**src/rtl/dpa_pkg.sv**
```systemverilog
package dpa_pkg;

  typedef enum logic [1:0] {
    OWN_NONE = 2'd0,
    OWN_A    = 2'd1,
    OWN_B    = 2'd2,
    OWN_REF  = 2'd3
  } owner_e;

  // Strobes from control to datapath
  typedef struct packed {
    logic   launch;   // start a memory cycle this clock
    logic   finish;   // current memory cycle ends this clock
    owner_e pick;     // winner when launch is set
  } strobe_t;

endpackage

```
**src/rtl/dpa_ctrl.sv**
```systemverilog
module dpa_ctrl
  import dpa_pkg::*;
(
  input  logic    clk,
  input  logic    rstN,
  input  logic    reqA,
  input  logic    reqB,
  input  logic    refReq,
  input  logic    lockIn,
  input  logic    cycDone,
  input  logic    lastB,
  input  logic    lastValid,
  output strobe_t stb,
  output logic    busy
);

  typedef enum logic [1:0] {ST_IDLE, ST_BUSY, ST_ACK} state_e;

  state_e state, stateNxt;
  logic   lockHold, okA, okB;
  owner_e pick;

  // Lock only binds once some port has owned the memory
  assign lockHold = lockIn && lastValid;
  assign okA      = reqA && !(lockHold && lastB);
  assign okB      = reqB && !(lockHold && !lastB);

  always_comb begin
    if (refReq)          pick = OWN_REF;
    else if (okA && okB) pick = lastB ? OWN_A : OWN_B;
    else if (okA)        pick = OWN_A;
    else if (okB)        pick = OWN_B;
    else                 pick = OWN_NONE;
  end

  always_comb begin
    stateNxt = state;
    case (state)
      ST_IDLE: if (pick != OWN_NONE) stateNxt = ST_BUSY;
      ST_BUSY: if (cycDone)          stateNxt = ST_ACK;
      default:                       stateNxt = ST_IDLE;
    endcase
  end

  always_ff @(posedge clk or negedge rstN) begin
    if (!rstN) state <= ST_IDLE;
    else       state <= stateNxt;
  end

  assign stb.launch = (state == ST_IDLE) && (pick != OWN_NONE);
  assign stb.finish = (state == ST_BUSY) && cycDone;
  assign stb.pick   = pick;
  assign busy       = (state != ST_IDLE);

  // Pending refresh in idle must start a cycle on the next edge
  AST_REF_STARTS: assert property (@(posedge clk) disable iff (!rstN)
    (state == ST_IDLE && refReq) |=> (state == ST_BUSY));

  // No new cycle may start while one is outstanding
  AST_SINGLE_CYCLE: assert property (@(posedge clk) disable iff (!rstN)
    (state == ST_BUSY && !cycDone) |=> (state == ST_BUSY));

endmodule

```
**src/rtl/dpa_dp.sv**
```systemverilog
module dpa_dp
  import dpa_pkg::*;
#(
  parameter bit FIRST_IS_A = 1'b1
) (
  input  logic    clk,
  input  logic    rstN,
  input  strobe_t stb,
  input  logic    busy,
  input  logic    cycDone,
  input  logic    lockIn,
  output logic    lastB,
  output logic    lastValid,
  output logic    grantB,
  output logic    ackA,
  output logic    ackB,
  output logic    refAck,
  output logic    cycGo
);

  owner_e owner;

  always_ff @(posedge clk or negedge rstN) begin
    if (!rstN) begin
      owner     <= OWN_NONE;
      lastB     <= FIRST_IS_A;
      lastValid <= 1'b0;
      grantB    <= 1'b0;
      cycGo     <= 1'b0;
    end else begin
      cycGo <= stb.launch;
      if (stb.launch) begin
        owner <= stb.pick;
        if (stb.pick == OWN_A) begin
          grantB    <= 1'b0;
          lastB     <= 1'b0;
          lastValid <= 1'b1;
        end else if (stb.pick == OWN_B) begin
          grantB    <= 1'b1;
          lastB     <= 1'b1;
          lastValid <= 1'b1;
        end
      end
    end
  end

  always_ff @(posedge clk or negedge rstN) begin
    if (!rstN) begin
      ackA   <= 1'b0;
      ackB   <= 1'b0;
      refAck <= 1'b0;
    end else begin
      ackA   <= stb.finish && (owner == OWN_A);
      ackB   <= stb.finish && (owner == OWN_B);
      refAck <= stb.finish && (owner == OWN_REF);
    end
  end

  AST_ONE_ACK: assert property (@(posedge clk) disable iff (!rstN)
    $countones({ackA, ackB, refAck}) <= 1);

  AST_GRANT_HOLD: assert property (@(posedge clk) disable iff (!rstN)
    busy |=> $stable(grantB));

  AST_ACK_AFTER_DONE: assert property (@(posedge clk) disable iff (!rstN)
    (ackA || ackB || refAck) |-> $past(cycDone));

  AST_ACK_PULSE: assert property (@(posedge clk) disable iff (!rstN)
    (ackA || ackB || refAck) |=> !(ackA || ackB || refAck));

  AST_GO_PULSE: assert property (@(posedge clk) disable iff (!rstN)
    cycGo |=> !cycGo);

  AST_LOCK_TO_B: assert property (@(posedge clk) disable iff (!rstN)
    $rose(grantB) |-> !$past(lockIn && lastValid));

  AST_LOCK_TO_A: assert property (@(posedge clk) disable iff (!rstN)
    $fell(grantB) |-> !$past(lockIn && lastValid));

endmodule

```
**src/rtl/dualport_mem_arbiter.sv**
```systemverilog
module dualport_mem_arbiter
  import dpa_pkg::*;
#(
  parameter bit FIRST_IS_A = 1'b1
) (
  input  logic clk,
  input  logic rstN,
  input  logic reqA,
  output logic ackA,
  input  logic reqB,
  output logic ackB,
  input  logic lockIn,
  output logic grantB,
  input  logic refReq,
  output logic refAck,
  output logic cycGo,
  input  logic cycDone
);

  strobe_t stb;
  logic    busy, lastB, lastValid;

  dpa_ctrl u_ctrl (
    .clk       (clk),
    .rstN      (rstN),
    .reqA      (reqA),
    .reqB      (reqB),
    .refReq    (refReq),
    .lockIn    (lockIn),
    .cycDone   (cycDone),
    .lastB     (lastB),
    .lastValid (lastValid),
    .stb       (stb),
    .busy      (busy)
  );

  dpa_dp #(.FIRST_IS_A(FIRST_IS_A)) u_dp (
    .clk       (clk),
    .rstN      (rstN),
    .stb       (stb),
    .busy      (busy),
    .cycDone   (cycDone),
    .lockIn    (lockIn),
    .lastB     (lastB),
    .lastValid (lastValid),
    .grantB    (grantB),
    .ackA      (ackA),
    .ackB      (ackB),
    .refAck    (refAck),
    .cycGo     (cycGo)
  );

endmodule

```
**config.mk**
```make
export PLATFORM = sky130hd
export DESIGN_NAME = dualport_mem_arbiter
export DESIGN_NICKNAME = d
export VERILOG_FILES = /design/src/rtl/dpa_pkg.sv /design/src/rtl/dpa_ctrl.sv /design/src/rtl/dpa_dp.sv /design/src/rtl/dualport_mem_arbiter.sv
export SDC_FILE = /design/constraint.sdc
export NUM_CORES = 1
export LEC_CHECK = 0
export ABC_AREA = 1
export BUFFER_PORTS_ARGS = -buffer_cell sky130_fd_sc_hd__buf_2
export CORE_AREA = 4 4 41 43
export CTS_CLUSTER_DIAMETER = 200
export CTS_CLUSTER_SIZE = 25
export DETAILED_ROUTE_END_ITERATION = 10
export DIE_AREA = 0 0 45 47
export PLACE_DENSITY = 0.59
export SLEW_MARGIN = 10
export SYNTH_ARGS = -nofsm -noshare
export SYNTH_HDL_FRONTEND = slang
export SYNTH_SLANG_ARGS = --single-unit
```
**constraint.sdc**
```tcl
create_clock -name clk -period 4.8 [get_ports clk]
set_clock_uncertainty 0.2 [all_clocks]
set_input_delay 0.48 -clock clk [delete_from_list [all_inputs] [get_ports clk]]
set_output_delay 0.48 -clock clk [all_outputs]
set_load 0.005 [all_outputs]
```
==> impl_metrics.ini, run 1 <==
[status]
status = completed

[clock_tree]
clock-sinks = 11
clk_pin_slew_worst_paths_ps = 60
tritoncts = built
cts_buffers = 3
post_cts_buffers = 0
clk_latency_ps = 260
root_buffer = clkbuf_4
cts.path.max_buffers = 2
cts_max_level = 1

[sta]
maxSlewViolCount = 0
period_share_pct = 38.27
max_slew_margin_pct = 84.13
fin_setup_tns_ps = 0
fmaxAchievable_ghz = 0.5443
finalHoldViolations = 0
holdWs_ps = 223.4
setup_viol = 0
grt_setup_unrepaired = no
fin_crit_ps = 1837
tightest_slew_ps = 238.0

[global_route]
grt_pass1_wl_mm = 1.366
grt_usage_pct = 9.768
grt_antenna_before_repair = 0
grt_overflow = 0
grt_pass1_vias = 374
grt_max_degree = 12

[placement]
hpwlAfterDp_um = 660.5
io_buffer_count = 11
place_area_um2 = 575.6
routabilityCongestion = 0.6681

[hold_path]
hold_class = input port to flop

[logic_synthesis]
avgSynthCellArea_um2 = 8.651
syn_nets = 67
netlist_instances = 58
ys_warn_count = 0
synthSimpleGateAreaFrac_pct = 25.44
netlist-cell-type-count = 14
synth_compound_area_share_pct = 3.990
synth_top_family_by_area = simple AND/OR/NAND/NOR gates
netlist_area_um2 = 501.7
synth_seq_cells = 11
synthAdderAreaFrac_pct = 4.988
yosys.area_share.xor_xnor_pct = 0
ys_seq_area_share_pct = 55.11
synth_mux_area_share_pct = 0

[critical_path]
critical_path_arrival_ps = 1780
crit_path_end_kind = flop
startpoint_type = flop
cp_max_fo = 4
crit_type = flop to flop
cp.required_ps = 4740

[detailed_routing]
totalWireLength_um = 803
drcViolationCount = 0
detail-route-antenna-nets = 0
drtIter0Drc = 0
vias = 397
first_pass_iters = 1
wl_per_cell_um = 9.022
via_per_inst = 4.461

[finish]
area_delta_synth_final_pct = 21.95
final_area_um2 = 611.8
final_nets = 84
layout-drive-gt1-share_pct = 25.68
antenna_cells = 0

[power_and_ir_drop]
p_leak_nw = 0.3594
ir_drop_mv = 0.1757
powerDensity_nw_per_um2 = 516.3

[die]
die_h_um = 47
die_area_um2 = 2115
rows = 13
die_x_um = 45
placeableCoreArea_um2 = 1301
io_pins = 12
start_util_pct = 38.56

[run]
cap_viol_max_count = 0
[path summary, 6_finish.rpt]
kind                            cells after the start                     endpoint                 startpoint  slack, ps
worst max-delay path                                9   u_dp.lastValid$_DFFE_PN0P_     u_dp.lastB$_DFFE_PN1P_       2960
worst min-delay path                                2  u_ctrl.state[0]$_DFFE_PN0P_                    cycDone        220
worst max register to register                      9   u_dp.lastValid$_DFFE_PN0P_     u_dp.lastB$_DFFE_PN1P_       2960
worst min register to register                      1          u_dp.ackB$_DFF_PN0_  u_dp.owner[0]$_DFFE_PN0P_        260
max in group asynchronous                           2       u_dp.lastB$_DFFE_PN1P_                       rstN       3730
min in group asynchronous                           2          u_dp.ackB$_DFF_PN0_                       rstN        410
[power breakdown]
group          total (mW)  internal, mW  leakage (nW)  switching (mW)
Clock              0.0598        0.0321        0.0150          0.0277
Combinational       0.107        0.0412         0.211          0.0656
Sequential          0.149         0.129         0.133          0.0200
Total               0.316         0.203         0.359           0.113
[cell type report]
class                           count  area [um^2]
Fill cell                         143        689.4
Sequential cell                    11        276.5
Multi-Input combinational cell     33        172.7
Timing Repair Buffer               12        65.06
Inverter                           14        52.55
Clock buffer                        4        26.28
Tap cell                           15        18.77
[routing by layer]
| metal | share of wire [%] | global-route usage (%) |
|---|---|---|
| met1 | 44 | 8.983 |
| met5 | 0 | 0 |
| met2 | 46 | 16.95 |
| met4 | 3.4 | 10.53 |
| met3 | 7.0 | 2.299 |
[layout by cell type (no fill, tap or decap), types with 2 or more instances in the layout]
cell / count
ha_1: 2
inv_1: 14
nand2_1: 14
dfrtp_1: 10
nand2_2: 2
buf_2: 11
clkbuf_4: 3
nor3_1: 3
nand3_1: 4
o21ai_0: 3
[cell families after synthesis]
kind of cell             Yosys count
AND/OR/NAND/NOR                   27
buffers and inverters             14
flip-flops                        11
AO/OA/AOI/OAI                      4
adder cells (fa/ha/maj)            2
[per-stage QoR]
stage	std cells	setup WS [ps]	utilization [%]	power [mW]
2_1_floorplan	58	3056	-	0.2243
3_5_place_dp	84	2906	44.23	0.2592
5_1_grt	89	2851	47.02	0.3440
3_3_place_gp	84	2933	44.23	0.2567
6_report	89	2963	47.02	0.3159
4_1_cts	89	2952	47.02	0.3206
[critical path: stages (launching register included)]
cell and delay, ps:
dfstp_2 560, inv_1 50, nand3_1 70, nand3_1 80, nand2_2 90, inv_1 40, ha_1 270, inv_1 110
nor2_4 50, or2_1 200
[registers in the layout (all words and copies together) (netlist names)]
| register | cells |
|---|---|
| u_dp.ackA | 1 |
| u_dp.cycGo | 1 |
| u_dp.ackB | 1 |
| u_dp.lastB | 1 |
| u_dp.lastValid | 1 |
| u_dp.refAck | 1 |
| u_dp.grantB | 1 |
| u_ctrl.state | 2 |
| u_dp.owner | 2 |
[Yosys cell counts (all sizes together)]
cell type  instances  area (um^2)
a21oi              1        5.000
dfrtp             10        250.2
dfstp              1        26.28
ha                 2        25.02
inv               14        52.55
nand2             16        65.06
nand3              4        20.02
nor2               3        21.27
nor3               3        15.01
o21ai              3        15.01
or2                1        6.260
[timing repair]
| item | in CTS | in global routing |
|---|---|---|
| hold endpoints to repair | 10 | 0 |
| gates resized for setup | 0 | 0 |
| endpoints found under the setup margin | 0 | 0 |
| hold buffers | 1 | 0 |
Power figures use the tool's default switching activity.
==> run 2: changes to the inputs <==
Clock period 4.8 ns to 1.7 ns, I/O delays scaled along.
==> run 2 against run 1 <==
  * The run now ends with negative setup slack left
  * Core utilization increased by 6.6 points
  * Sequential power increased to 2.9 times the previous value
  * Design area increased by 14%
  * Clock power increased to 2.9 times the previous value
  * Combinational power increased to 3.9 times the previous value
  * Total power increased to 3.2 times the previous value
  * Setup slack got worse by 3000 ps
  * Routed wire length increased by 14%
  * First-iteration DRC count increased by 6
  * Final cell count increased by 6.7%
==> impl_metrics.ini, run 2 (same netlist as run 1, synthesis figures left out) <==
[clock_tree]
cts_max_level = 1
cts_buffers = 3
clk_pin_slew_worst_paths_ps = 70
tritoncts = built
clock-sinks = 11
root_buffer = clkbuf_4
clk_latency_ps = 260
cts.path.max_buffers = 2

[global_route]
grt_overflow = 0
grt_max_degree = 12
grt_pass1_wl_mm = 1.635
grt_usage_pct = 11.59
grt_pass1_vias = 409
grt_antenna_before_repair = 0

[detailed_routing]
drtIter0Drc = 6
wl_per_cell_um = 9.653
drcViolationCount = 0
totalWireLength_um = 917
first_pass_iters = 4
detail-route-antenna-nets = 0
vias = 412
via_per_inst = 4.337

[finish]
final_area_um2 = 698.2
layout-drive-gt1-share_pct = 43.75
mostFrequentLayoutCells = nand2_1 (12), buf_2 (11), dfrtp_1 (10)
final_nets = 90
antenna_cells = 0
layout_commonest_cell = nand2_1
top_regs = u_ctrl.state: 2 flops, u_dp.owner: 2 flops
area_delta_synth_final_pct = 39.15
fillers = 119
utilization_pct = 53.65
finalNonFillerCells = 95

[sta]
maxSlewViolCount = 0
holdWs_ps = 99.53
tightest_slew_ps = 247.6
fin_crit_ps = 1733
fmaxAchievable_ghz = 0.5770
final.setup.worst_slack_ps = -33.16
setup_viol = 3
max_slew_margin_pct = 83.49
finalHoldViolations = 0
period_share_pct = 102.0
grt_setup_unrepaired = yes
fin_setup_tns_ps = -60.15

[critical_path]
worst_path_max_delay_cell = dfstp_2
rr_endpoint = u_dp.lastValid$_DFFE_PN0P_
cp_max_fo = 4
crit_path_end_kind = flop
crit_type = flop to flop
reg2reg_depth = 8
cp_cell_sequence = nor2_1 -> a21oi_1 -> nand2_2 -> inv_2 -> ha_4 -> inv_4 -> nor2_4 -> or2_1
critical_path_arrival_ps = 1680
cp.required_ps = 1650
critPathMaxStageDelay_ps = 570
r2r-start = u_dp.lastB$_DFFE_PN1P_
startpoint_type = flop
r2r_slack_ps = -30

[status]
violations = negative setup slack
status = finished, violations left

[power_and_ir_drop]
powerDensity_nw_per_um2 = 1457
p_leak_nw = 0.3886
swShare_pct = 36.51
p_seq_share_pct = 42.0
ir_drop_mv = 0.5611
internal_power_mw = 0.6459
clock_power_share_pct = 16.9
pwr-share-comb_pct = 41.1
p_switching_mw = 0.3715

[placement]
hpwlAfterDp_um = 728.1
place_area_um2 = 615.6
routabilityCongestion = 0.6610
dp_cells = 88
io_buffer_count = 11

[die]
die_h_um = 47
placeableCoreArea_um2 = 1301
io_pins = 12
die_x_um = 45
start_util_pct = 38.56
die_area_um2 = 2115
rows = 13

[run]
cap_viol_max_count = 0

[hold_path]
hold_class = input port to async pin
-- run 2: through the flow --
| step | worst slack, ps | power [mW] |
|---|---|---|
| floorplan | -26.50 | 0.6465 |
| global placement | -108.1 | 0.7763 |
| detailed placement | -128.3 | 0.7888 |
| CTS | -38.90 | 1.022 |
| global route | -117.1 | 1.121 |
| finish | -33.16 | 1.017 |
-- run 2: worst max path at each step --
stage / start / end / cells after the start
2_1_floorplan: u_dp.lastB$_DFFE_PN1P_ / u_dp.lastValid$_DFFE_PN0P_ / 9
3_3_place_gp: u_dp.lastB$_DFFE_PN1P_ / u_dp.lastValid$_DFFE_PN0P_ / 9
3_5_place_dp: u_dp.lastB$_DFFE_PN1P_ / u_dp.lastValid$_DFFE_PN0P_ / 9
4_1_cts: u_dp.lastB$_DFFE_PN1P_ / u_dp.lastB$_DFFE_PN1P_ / 11
5_1_grt: u_dp.lastB$_DFFE_PN1P_ / u_dp.grantB$_DFFE_PN0P_ / 10
6_report: u_dp.lastB$_DFFE_PN1P_ / u_dp.lastValid$_DFFE_PN0P_ / 8
-- run 2: layout make-up --
class | instances | area (um^2) | share of cell area, %
clock buffer | 4 | 26.28 | 3.763
inverter | 14 | 55.05 | 7.885
multi-input combinational | 33 | 209.0 | 29.93
sequential | 11 | 276.5 | 39.61
tap | 15 | 18.77 | 2.688
timing repair buffer | 18 | 112.6 | 16.13
-- run 2: power by group through the flow --
stage          Combinational [mW]  Clock (mW)  Sequential, mW
2_1_floorplan               0.220           0           0.426
3_3_place_gp                0.346           0           0.430
3_5_place_dp                0.358           0           0.431
4_1_cts                     0.413       0.180           0.428
5_1_grt                     0.482       0.197           0.442
6_report                    0.418       0.172           0.427
-- run 2: critical path, delay by kind of cell (launching register included) --
kind,cells,cell delay (ps)
flip-flops,1,570
AND/OR/NAND/NOR,4,360
adder cells (fa/ha/maj),1,200
AO/OA/AOI/OAI,1,150
buffers and inverters,2,130
-- run 2: metal layers --
layer	vias up	GRT usage (%)	wire length (um)
li1	218	-	-
met1	182	12.24	395
met2	10	17.80	445
met3	2	4.598	57
met4	0	10.53	19
met5	-	0	0
-- run 2: repair_timing --
action                                  CTS  global route
pin swaps                                 5             4
setup buffers                             1             0
endpoints found under the setup margin    5             5
resized for setup                         8             3
hold buffers                              2             0
hold endpoints to repair                 12             0
==> run 3: changes to the inputs <==
Settings changed: HOLD_SLACK_MARGIN set to 0.15.
==> run 3 against run 2 <==
  * The flow still finishes with violations (negative setup slack)
  * Clock power is essentially flat
  * Routed wire length increased by 2.7%
  * Via count increased by 1.5%
==> impl_metrics.ini, run 3 (same netlist as run 1, synthesis figures left out) <==
[sta]
tightest_slew_ps = 458.4
setup_viol = 3
period_share_pct = 102.0
final.setup.worst_slack_ps = -33.41
max_slew_margin_pct = 69.34
maxSlewViolCount = 0
fin_crit_ps = 1733
holdWs_ps = 173.8
finalHoldViolations = 0
grt_setup_unrepaired = yes
fmaxAchievable_ghz = 0.5769
fin_setup_tns_ps = -61.34

[clock_tree]
tritoncts = built
clock-sinks = 11
root_buffer = clkbuf_4
clk_latency_ps = 260
clk_pin_slew_worst_paths_ps = 70
cts_max_level = 1
cts.path.max_buffers = 2
cts_buffers = 3

[critical_path]
worst_path_max_delay_cell = dfstp_2
reg2reg_depth = 8
path_depth = 8
crit_path_end_kind = flop
path_buf_inv = 2
critPathMaxStageDelay_ps = 570
cp.required_ps = 1650
critPathTopFamily = flip-flops
startpoint_type = flop
cp_cell_sequence = nor2_1 -> a21oi_1 -> nand2_2 -> inv_2 -> ha_4 -> inv_4 -> nor2_4 -> or2_1
critical_path_arrival_ps = 1680
cp_max_fo = 4
crit_type = flop to flop

[detailed_routing]
wl_per_cell_um = 9.711
detail-route-antenna-nets = 0
drcViolationCount = 0
first_pass_iters = 2
totalWireLength_um = 942
drtIter0Drc = 4
vias = 418
via_per_inst = 4.309

[global_route]
grt_usage_pct = 11.83
grt_max_degree = 11
grt_pass1_vias = 417
grt_antenna_before_repair = 0
grt_pass1_wl_mm = 1.676
grt_overflow = 0

[die]
die_h_um = 47
placeableCoreArea_um2 = 1301
start_util_pct = 38.56
die_x_um = 45
die_area_um2 = 2115
rows = 13
io_pins = 12

[power_and_ir_drop]
powerDensity_nw_per_um2 = 1423
pwr-share-comb_pct = 41.4
internal_power_mw = 0.6489
clock_power_share_pct = 16.8
p_seq_share_pct = 41.8
p_switching_mw = 0.3730
p_leak_nw = 0.3969
swShare_pct = 36.50
ir_drop_mv = 0.5673

[placement]
io_buffer_count = 11
hpwlAfterDp_um = 728.1
routabilityCongestion = 0.6610
dp_slack_ps = -128.3

[finish]
layout_commonest_cell = nand2_1
final_nets = 92
fillers = 117
antenna_cells = 0
mostFrequentLayoutCells = nand2_1 (12), buf_2 (11), dfrtp_1 (10)
area_delta_synth_final_pct = 43.14
layout-drive-gt1-share_pct = 42.68
top_regs = u_ctrl.state: 2 flops, u_dp.owner: 2 flops

[run]
cap_viol_max_count = 0

[status]
status = finished, violations left
violations = negative setup slack

[hold_path]
hold_class = input port to async pin
==> run 3: cell types whose count changed in the layout (fill, tap and decap cells not counted), sizes merged <==
cell | previous run | this run
dlygate4sd3 | 2 | 4
==> run 3: layout make-up <==
cell class                 count  area [um^2]  area share, %
sequential                    11        276.5          38.50
multi-input combinational     33        209.0          29.09
inverter                      14        55.05          7.666
timing repair buffer          20        132.6          18.47
tap                           15        18.77          2.613
clock buffer                   4        26.28          3.659
==> run 3: worst paths after layout <==
path	slack [ps]	startpoint	to
setup / recovery	-30	u_dp.lastB$_DFFE_PN1P_	u_dp.lastValid$_DFFE_PN0P_
hold / removal	170	rstN	u_dp.lastB$_DFFE_PN1P_
setup reg to reg	-30	u_dp.lastB$_DFFE_PN1P_	u_dp.lastValid$_DFFE_PN0P_
hold reg to reg	260	u_dp.owner[0]$_DFFE_PN0P_	u_dp.ackB$_DFF_PN0_
max in group asynchronous	260	rstN	u_dp.lastValid$_DFFE_PN0P_
min in group clk	180	reqA	u_dp.owner[0]$_DFFE_PN0P_
==> run 3: power groups by stage <==
stage / registers, mW / clock network [mW] / logic (mW)
final: 0.427 / 0.172 / 0.423
after global routing: 0.442 / 0.197 / 0.486
after CTS: 0.428 / 0.180 / 0.417
after detailed placement: 0.431 / 0 / 0.358
after global placement: 0.430 / 0 / 0.346
after floorplan: 0.426 / 0 / 0.220
==> run 3: repair_timing <==
item,4_1_cts,5_1_grt
gates cloned,0,0
hold buffers,4,0
setup endpoints to repair,5,5
hold endpoints to repair,17,0
resized for setup,8,3
pin swaps,5,4
buffers inserted,1,0
==> run 3: stage by stage <==
step	util, %	power, mW	instance area [um^2]	std cells
2_1_floorplan	-	0.6465	511.7	58
3_3_place_gp	47.31	0.7763	615.6	88
3_5_place_dp	47.31	0.7888	615.6	88
4_1_cts	54.71	1.025	711.9	97
5_1_grt	55.19	1.125	718.2	97
6_report	55.19	1.022	718.2	97
==> run 3: layer usage <==
metal | track usage [%] | up-vias | routed length [um]
met4 | 10.53 | 0 | 19
met3 | 4.598 | 2 | 56
li1 | - | 223 | -
met1 | 12.47 | 183 | 396
met2 | 18.36 | 10 | 469
met5 | 0 | - | 0
